`src/rtl/bum_pkg.sv`:
```
// Package: shared types for the bus cycle utilization monitor.
// Assumes the class order below is also the order of the counter vector.
package bum_pkg;

    typedef enum logic [1:0] {
        CLS_IDLE   = 2'd0,
        CLS_USEFUL = 2'd1,
        CLS_BUSY   = 2'd2
    } cycle_class_e;

    localparam int NUM_CLASSES = 3;

endpackage

```
`src/rtl/bum_classifier.sv`:
```
// Module: bum_classifier
// Purpose: turn the two per-cycle bus status bits into a one-hot class vector.
// Assumes: bus_busy has meaning only when bus_valid is high; otherwise the
// cycle is idle.
module bum_classifier
    import bum_pkg::*;
(
    input  logic                   bus_valid,
    input  logic                   bus_busy,
    output logic [NUM_CLASSES-1:0] class_hit
);

    cycle_class_e cls;

    // Decide the class of the current cycle.
    always_comb begin
        if (!bus_valid)
            cls = CLS_IDLE;
        else if (bus_busy)
            cls = CLS_BUSY;
        else
            cls = CLS_USEFUL;
    end

    // Expand the class into one strobe per counter.
    always_comb begin
        class_hit = '0;
        class_hit[cls] = 1'b1;
    end

endmodule

```
`src/rtl/bum_class_counters.sv`:
```
// Module: bum_class_counters
// Purpose: one saturating-free counter per cycle class, cleared on start.
// Assumes: the window controller never enables counting for more than LIMIT
// cycles between clears, so CNT_W bits are enough.
module bum_class_counters #(
    parameter int NUM   = 3,
    parameter int LIMIT = 65536,
    parameter int CNT_W = $clog2(LIMIT + 1)
) (
    input  logic                      clk,
    input  logic                      rst_n,
    input  logic                      clear,
    input  logic                      enable,
    input  logic [NUM-1:0]            hit,
    output logic [NUM-1:0][CNT_W-1:0] counts
);

    localparam logic [CNT_W-1:0] LIMIT_V = CNT_W'(LIMIT);

    for (genvar k = 0; k < NUM; k++) begin : g_cnt
        // Clear on accepted start, otherwise add this class's strobe.
        always_ff @(posedge clk) begin
            if (!rst_n)
                counts[k] <= '0;
            else if (clear)
                counts[k] <= '0;
            else if (enable && hit[k])
                counts[k] <= counts[k] + CNT_W'(1);
        end

        a_r10_no_overflow: assert property (@(posedge clk) disable iff (!rst_n)
            counts[k] <= LIMIT_V);

        a_r9_hold_when_off: assert property (@(posedge clk) disable iff (!rst_n)
            (!enable && !clear) |=> $stable(counts[k]));
    end

endmodule

```
`src/rtl/bum_window_ctrl.sv`:
```
// Module: bum_window_ctrl
// Purpose: open a one-shot window of WINDOW_LEN cycles on an accepted start,
// close it by itself, and refuse starts while it is open.
// Assumes: start_req is a single-cycle strobe from the register interface.
module bum_window_ctrl #(
    parameter int WINDOW_LEN = 65536,
    parameter int CNT_W      = $clog2(WINDOW_LEN + 1)
) (
    input  logic clk,
    input  logic rst_n,
    input  logic start_req,
    output logic running,
    output logic done,
    output logic start_rejected,
    output logic clear_counts
);

    localparam logic [CNT_W-1:0] LAST_POS = CNT_W'(WINDOW_LEN - 1);

    logic [CNT_W-1:0] pos;
    logic             accept;

    // A start is taken only when no window is open.
    assign accept       = start_req && !running;
    assign clear_counts = accept;

    // Window state: open, advance position, close on the last cycle.
    always_ff @(posedge clk) begin
        if (!rst_n) begin
            running <= 1'b0;
            done    <= 1'b0;
            pos     <= '0;
        end else if (accept) begin
            running <= 1'b1;
            done    <= 1'b0;
            pos     <= '0;
        end else if (running) begin
            pos <= pos + CNT_W'(1);
            if (pos == LAST_POS) begin
                running <= 1'b0;
                done    <= 1'b1;
            end
        end
    end

    // Sticky refusal flag, cleared by the next accepted start.
    always_ff @(posedge clk) begin
        if (!rst_n)
            start_rejected <= 1'b0;
        else if (accept)
            start_rejected <= 1'b0;
        else if (start_req && running)
            start_rejected <= 1'b1;
    end

    a_r2_accept_opens: assert property (@(posedge clk) disable iff (!rst_n)
        (start_req && !running) |=> (running && !done && !start_rejected));

    a_r8_refuse_keeps_window: assert property (@(posedge clk) disable iff (!rst_n)
        (start_req && running && pos != LAST_POS) |=> (running && start_rejected));

    a_r3_exclusive_state: assert property (@(posedge clk) disable iff (!rst_n)
        !(running && done));

    a_r3_close_on_last: assert property (@(posedge clk) disable iff (!rst_n)
        (running && pos == LAST_POS) |=> (!running && done));

endmodule

```
`src/rtl/bus_util_monitor.sv`:
```
// Module: bus_util_monitor
// Purpose: classify every bus cycle as idle, useful or busy and count each
// class over one self-terminating window armed by software.
// Assumes: bus_valid and bus_busy are synchronous to clk; counts are read
// while done is high and stay frozen until the next accepted start.
module bus_util_monitor
    import bum_pkg::*;
#(
    parameter int WINDOW_LEN = 65536,
    parameter int CNT_W      = $clog2(WINDOW_LEN + 1)
) (
    input  logic             clk,
    input  logic             rst_n,
    input  logic             start_req,
    input  logic             bus_valid,
    input  logic             bus_busy,
    output logic             running,
    output logic             done,
    output logic             start_rejected,
    output logic [CNT_W-1:0] idle_count,
    output logic [CNT_W-1:0] useful_count,
    output logic [CNT_W-1:0] busy_count
);

    logic [NUM_CLASSES-1:0]            class_hit;
    logic [NUM_CLASSES-1:0][CNT_W-1:0] counts;
    logic                              clear_counts;

    bum_classifier u_classify (
        .bus_valid (bus_valid),
        .bus_busy  (bus_busy),
        .class_hit (class_hit)
    );

    bum_window_ctrl #(
        .WINDOW_LEN (WINDOW_LEN),
        .CNT_W      (CNT_W)
    ) u_ctrl (
        .clk            (clk),
        .rst_n          (rst_n),
        .start_req      (start_req),
        .running        (running),
        .done           (done),
        .start_rejected (start_rejected),
        .clear_counts   (clear_counts)
    );

    bum_class_counters #(
        .NUM   (NUM_CLASSES),
        .LIMIT (WINDOW_LEN),
        .CNT_W (CNT_W)
    ) u_counts (
        .clk    (clk),
        .rst_n  (rst_n),
        .clear  (clear_counts),
        .enable (running),
        .hit    (class_hit),
        .counts (counts)
    );

    assign idle_count   = counts[CLS_IDLE];
    assign useful_count = counts[CLS_USEFUL];
    assign busy_count   = counts[CLS_BUSY];

    a_r7_total_at_done: assert property (@(posedge clk) disable iff (!rst_n)
        $rose(done) |-> ((CNT_W + 2)'(idle_count) + (CNT_W + 2)'(useful_count)
                         + (CNT_W + 2)'(busy_count)) == (CNT_W + 2)'(WINDOW_LEN));

    a_r4_idle_step: assert property (@(posedge clk) disable iff (!rst_n)
        (running && !start_req && !bus_valid) |=> idle_count == $past(idle_count) + CNT_W'(1));

    a_r6_busy_step: assert property (@(posedge clk) disable iff (!rst_n)
        (running && !start_req && bus_valid && bus_busy) |=> busy_count == $past(busy_count) + CNT_W'(1));

endmodule

```
`config.mk`:
```
export PLATFORM = sky130hd
export DESIGN_NAME = bus_util_monitor
export DESIGN_NICKNAME = d
export VERILOG_FILES = /design/src/rtl/bum_pkg.sv /design/src/rtl/bum_classifier.sv /design/src/rtl/bum_class_counters.sv /design/src/rtl/bum_window_ctrl.sv /design/src/rtl/bus_util_monitor.sv
export SDC_FILE = /design/constraint.sdc
export NUM_CORES = 1
export LEC_CHECK = 0
export BUFFER_PORTS_ARGS = -buffer_cell sky130_fd_sc_hd__buf_2
export CORE_MARGIN = 2
export CORE_UTILIZATION = 30
export DETAILED_ROUTE_END_ITERATION = 12
export PLACE_DENSITY_LB_ADDON = 0.05
export SETUP_SLACK_MARGIN = 0.05
export SYNTH_ARGS = -nofsm -noshare
export SYNTH_HDL_FRONTEND = slang
export SYNTH_HIERARCHICAL = 1
export SYNTH_SLANG_ARGS = --single-unit
export TNS_END_PERCENT = 5
```
`constraint.sdc`:
```
create_clock -name clk -period 5.12 [get_ports clk]
set_input_delay 0.768 -clock clk [delete_from_list [all_inputs] [get_ports clk]]
set_output_delay 0.768 -clock clk [all_outputs]
set_load 0.01 [all_outputs]
```
==> results.env <==
POSTSYNTHNETCOUNT=380
CTS.HOLD.BUFFERS_ADDED=0
TIMING.SLEW.HEADROOM_PCT=27.4
CTSHTREEMAXLEVEL=3
SETUP-VIOLATIONS-FINAL=0
GLOBALROUTEOVERFLOWTOTAL=0
CRITPATHKIND='flip-flop to flip-flop'
NUMBER_OF_ENABLE_TYPE_REGISTER_CELLS_IN_THE_SYNTHESIZED_NETLIST=0
DRT.ANTENNA.VIOLATING_NETS=0
P_PER_AREA_nW_PER_UM2=290
SYNTH.TOP_CELLS.BY_AREA='dfxtp_1, xor2_1, nor2_1, xnor2_1, nand4_1'
TIMING.HOLD.WS_NS=0.476
YS_DOMINANT_REG_CELL='dfxtp_1'
GRT_MAX_DEGREE=52
YS_TYPES=35
ANTENNA_CELLS_INSERTED=0
MAXUSEDROUTINGLAYER='met4'
VIASPERCELL=4.80
CLK_ROOT_BUFFER_CELL='clkbuf_8'
IO_BUFFER_COUNT=58
TOTAL_OF_WARNINGS_RAISED_BY_YOSYS=6
MAX-VDD-IR-DROP_mV=0.198
WL_MET2_UM=3260
NUMBER_OF_ANTENNA_VIOLATIONS_AT_THE_FIRST_CHECK_IN_GLOBAL_ROUTING=0
WORST_EP_ARRIVAL_TIME_NS=2.68
TIMING_HOLD_VIOLATIONS_FINAL=0
HOLD_PATH.CLASS='flip-flop to flip-flop'
DRT_FIRST_PASS_ITERS=6
GRT_PASS1_WL_UM=12800
FINALSETUPTNS_NS=0
CTS_MAX_PATH_BUFFERS=2
DIE_W_UM=107
AREA_GROWTH_PCT=19.4
CORE.ROWCOUNT=37
DRC=0
DETAILEDROUTE.FIRSTITERATIONVIOLATIONS=63
CELLLEAKAGEPOWER_nW=1.40
TIMING.FMAX_MHz=418
WORSTSKEWPAIRLATENCY_NS=0.35
GR-USAGE-ALL-LAYERS_PCT=14.1
FLOORPLAN.DIE_AREA_UM2=11400
CTS.REPORTEDPATHS.CLKPINSLEW_NS=0.08
WL_PER_CELL_UM=13.3
SETUP.WORST_PATH.START_CLASS='flip-flop'
GRT_PASS1_VIAS=2536
YS_ASYNC_SR_FRACTION_PCT=0
WL_MET1_UM=3870
SYNTHDOMINANTAREACELLTYPE='dfxtp_1'
POST_SYNTH_INST_COUNT=370
SYN_AREA_UM2=3170
POSTCTSRESIZEDCELLS=0
GRT_SETUP_UNREPAIRED='false'
RUN_STATUS='finished, final reports clean'
LAYOUT_MIN_CYCLE_TIME_NS=2.39
FINCLKSKEW_NS=0.0132
PLACE_HPWL_UM=5120
PIN_COUNT=59
WORSTMARGINPINSLEW_NS=1.09
WIRELENGTH_UM=7500
SYNTH.AVG_CELL_AREA_UM2=8.57
CTS_INSERTED_BUFFERS=9
POST-SYNTH-TOP-AREA-FRACTION_PCT=44.8
HP-START='u_ctrl/start_rejected'
MAXCAPVIOLCOUNT=0
POSTSYNTHREGISTERBITS=71
FLOORPLAN.CORE_AREA_UM2=10300
ROUTED-VIA-COUNT=2717
FF2FF_PATH_DEPTH=5
CRITICAL_PATH_PEAK_FANOUT=51
FINAL_NETS=435
DIE_Y_UM=107
SETUP.WORST_PATH.START='u_ctrl/running'
FINALCRITPERIODSHARE_PCT=46.7
RR_STARTPOINT='u_ctrl/running'
SYNTH-SEQ-AREA-SHARE_PCT=44.8
TRITONCTS_CLOCK_TREE='built'
FINALMAXSLEWVIOLATIONS=0
WHS_PATH_DEPTH=2
LAYOUT-DRIVE-GT1-SHARE_PCT=20.0
ROUTED-WL-MET3_UM=294
GP_CONGESTION=0.697
INITIAL_CORE_UTIL_PCT=30.9
CTS_NUM_SINKS=71
WORSTPATHREQUIRED_NS=5.41
CTS_SETUP_BUFFERS=0
WORSTSETUPENDPOINTTYPE='flip-flop'
-- cell type report --
class                   count  area, µm²
fillers                  1118       6490
well taps                 136        170
multi-input cells         277       1650
inverters                   8       30.0
repair buffers             58        290
flip-flops and latches     71       1420
clock buffers              11        141
clock inverters             5       81.3
-- worst paths after layout --
path / slack (ns) / end
hold / removal: 0.48 / u_ctrl/start_rejected
setup / recovery: 2.73 / u_counts/counts[50]
setup reg to reg: 2.73 / u_counts/counts[50]
hold reg to reg: 0.48 / u_ctrl/start_rejected
-- routing by layer --
layer	up-vias	track usage [%]
met3	8	3.95
met1	1252	19.6
li1	1410	-
met4	0	4.73
met2	47	21.0
met5	-	0
-- cells in the mapped netlist, drive strengths merged, types with 8 or more instances --
master  number
nand2       27
or3         18
nor3         9
xor2        23
xnor2       19
clkbuf       9
a21oi       24
nand4       22
dfxtp       71
o21ai       18
nor4         8
nor2        51
inv          8
nand3       22
-- cell families after synthesis --
logic type               after synthesis  synth area share, %
AO/OA/AOI/OAI                         47                 7.93
flip-flops                            71                 44.8
XOR/XNOR                              42                 11.6
buffers and inverters                 22                 3.20
adder cells (fa/ha/maj)                5                 1.97
multiplexers                           1                0.316
AND/OR/NAND/NOR                      182                 30.2
-- critical path: stages (launching register included) --
cell	delay, ns
dfxtp_1	0.91
nor2b_1	0.18
nand2b_2	0.74
nor2_1	0.27
nand4_1	0.11
nand2_1	0.10
-- report_power, final --
part | total [mW] | leakage [nW] | switching (mW) | internal (mW)
Clock | 0.503 | 0.110 | 0.215 | 0.288
Sequential | 0.562 | 0.572 | 0.00704 | 0.555
Combinational | 0.0329 | 0.722 | 0.0233 | 0.00963
-- metrics by stage --
stage	utilization, %	std cells	worst slack, ns	instance area, µm²	total power [mW]
global placement	34.7	550	2.68	3560	0.609
global route	36.8	566	2.39	3790	1.15
finish	36.8	566	2.73	3790	1.10
CTS	36.8	566	2.64	3790	1.12
floorplan	-	370	2.94	3170	0.599
detailed placement	34.7	550	2.60	3560	0.609
-- placed cells by master (no fill, tap or decap), types with 9 or more instances in the layout --
master,count
dfxtp_1,71
buf_2,58
nor2_1,51
nand2_1,27
a21oi_1,24
xor2_1,23
nand3_1,22
nand4_1,20
xnor2_1,19
o21ai_0,18
or3_1,18
clkbuf_8,10
nor3_1,9
-- flip-flops by register name, summed over array words and instances (netlist names) --
name / cells
u_ctrl/pos: 17
u_counts/counts: 51
u_ctrl/start_rejected: 1
u_ctrl/done: 1
u_ctrl/running: 1
Power figures use the tool's default switching activity.
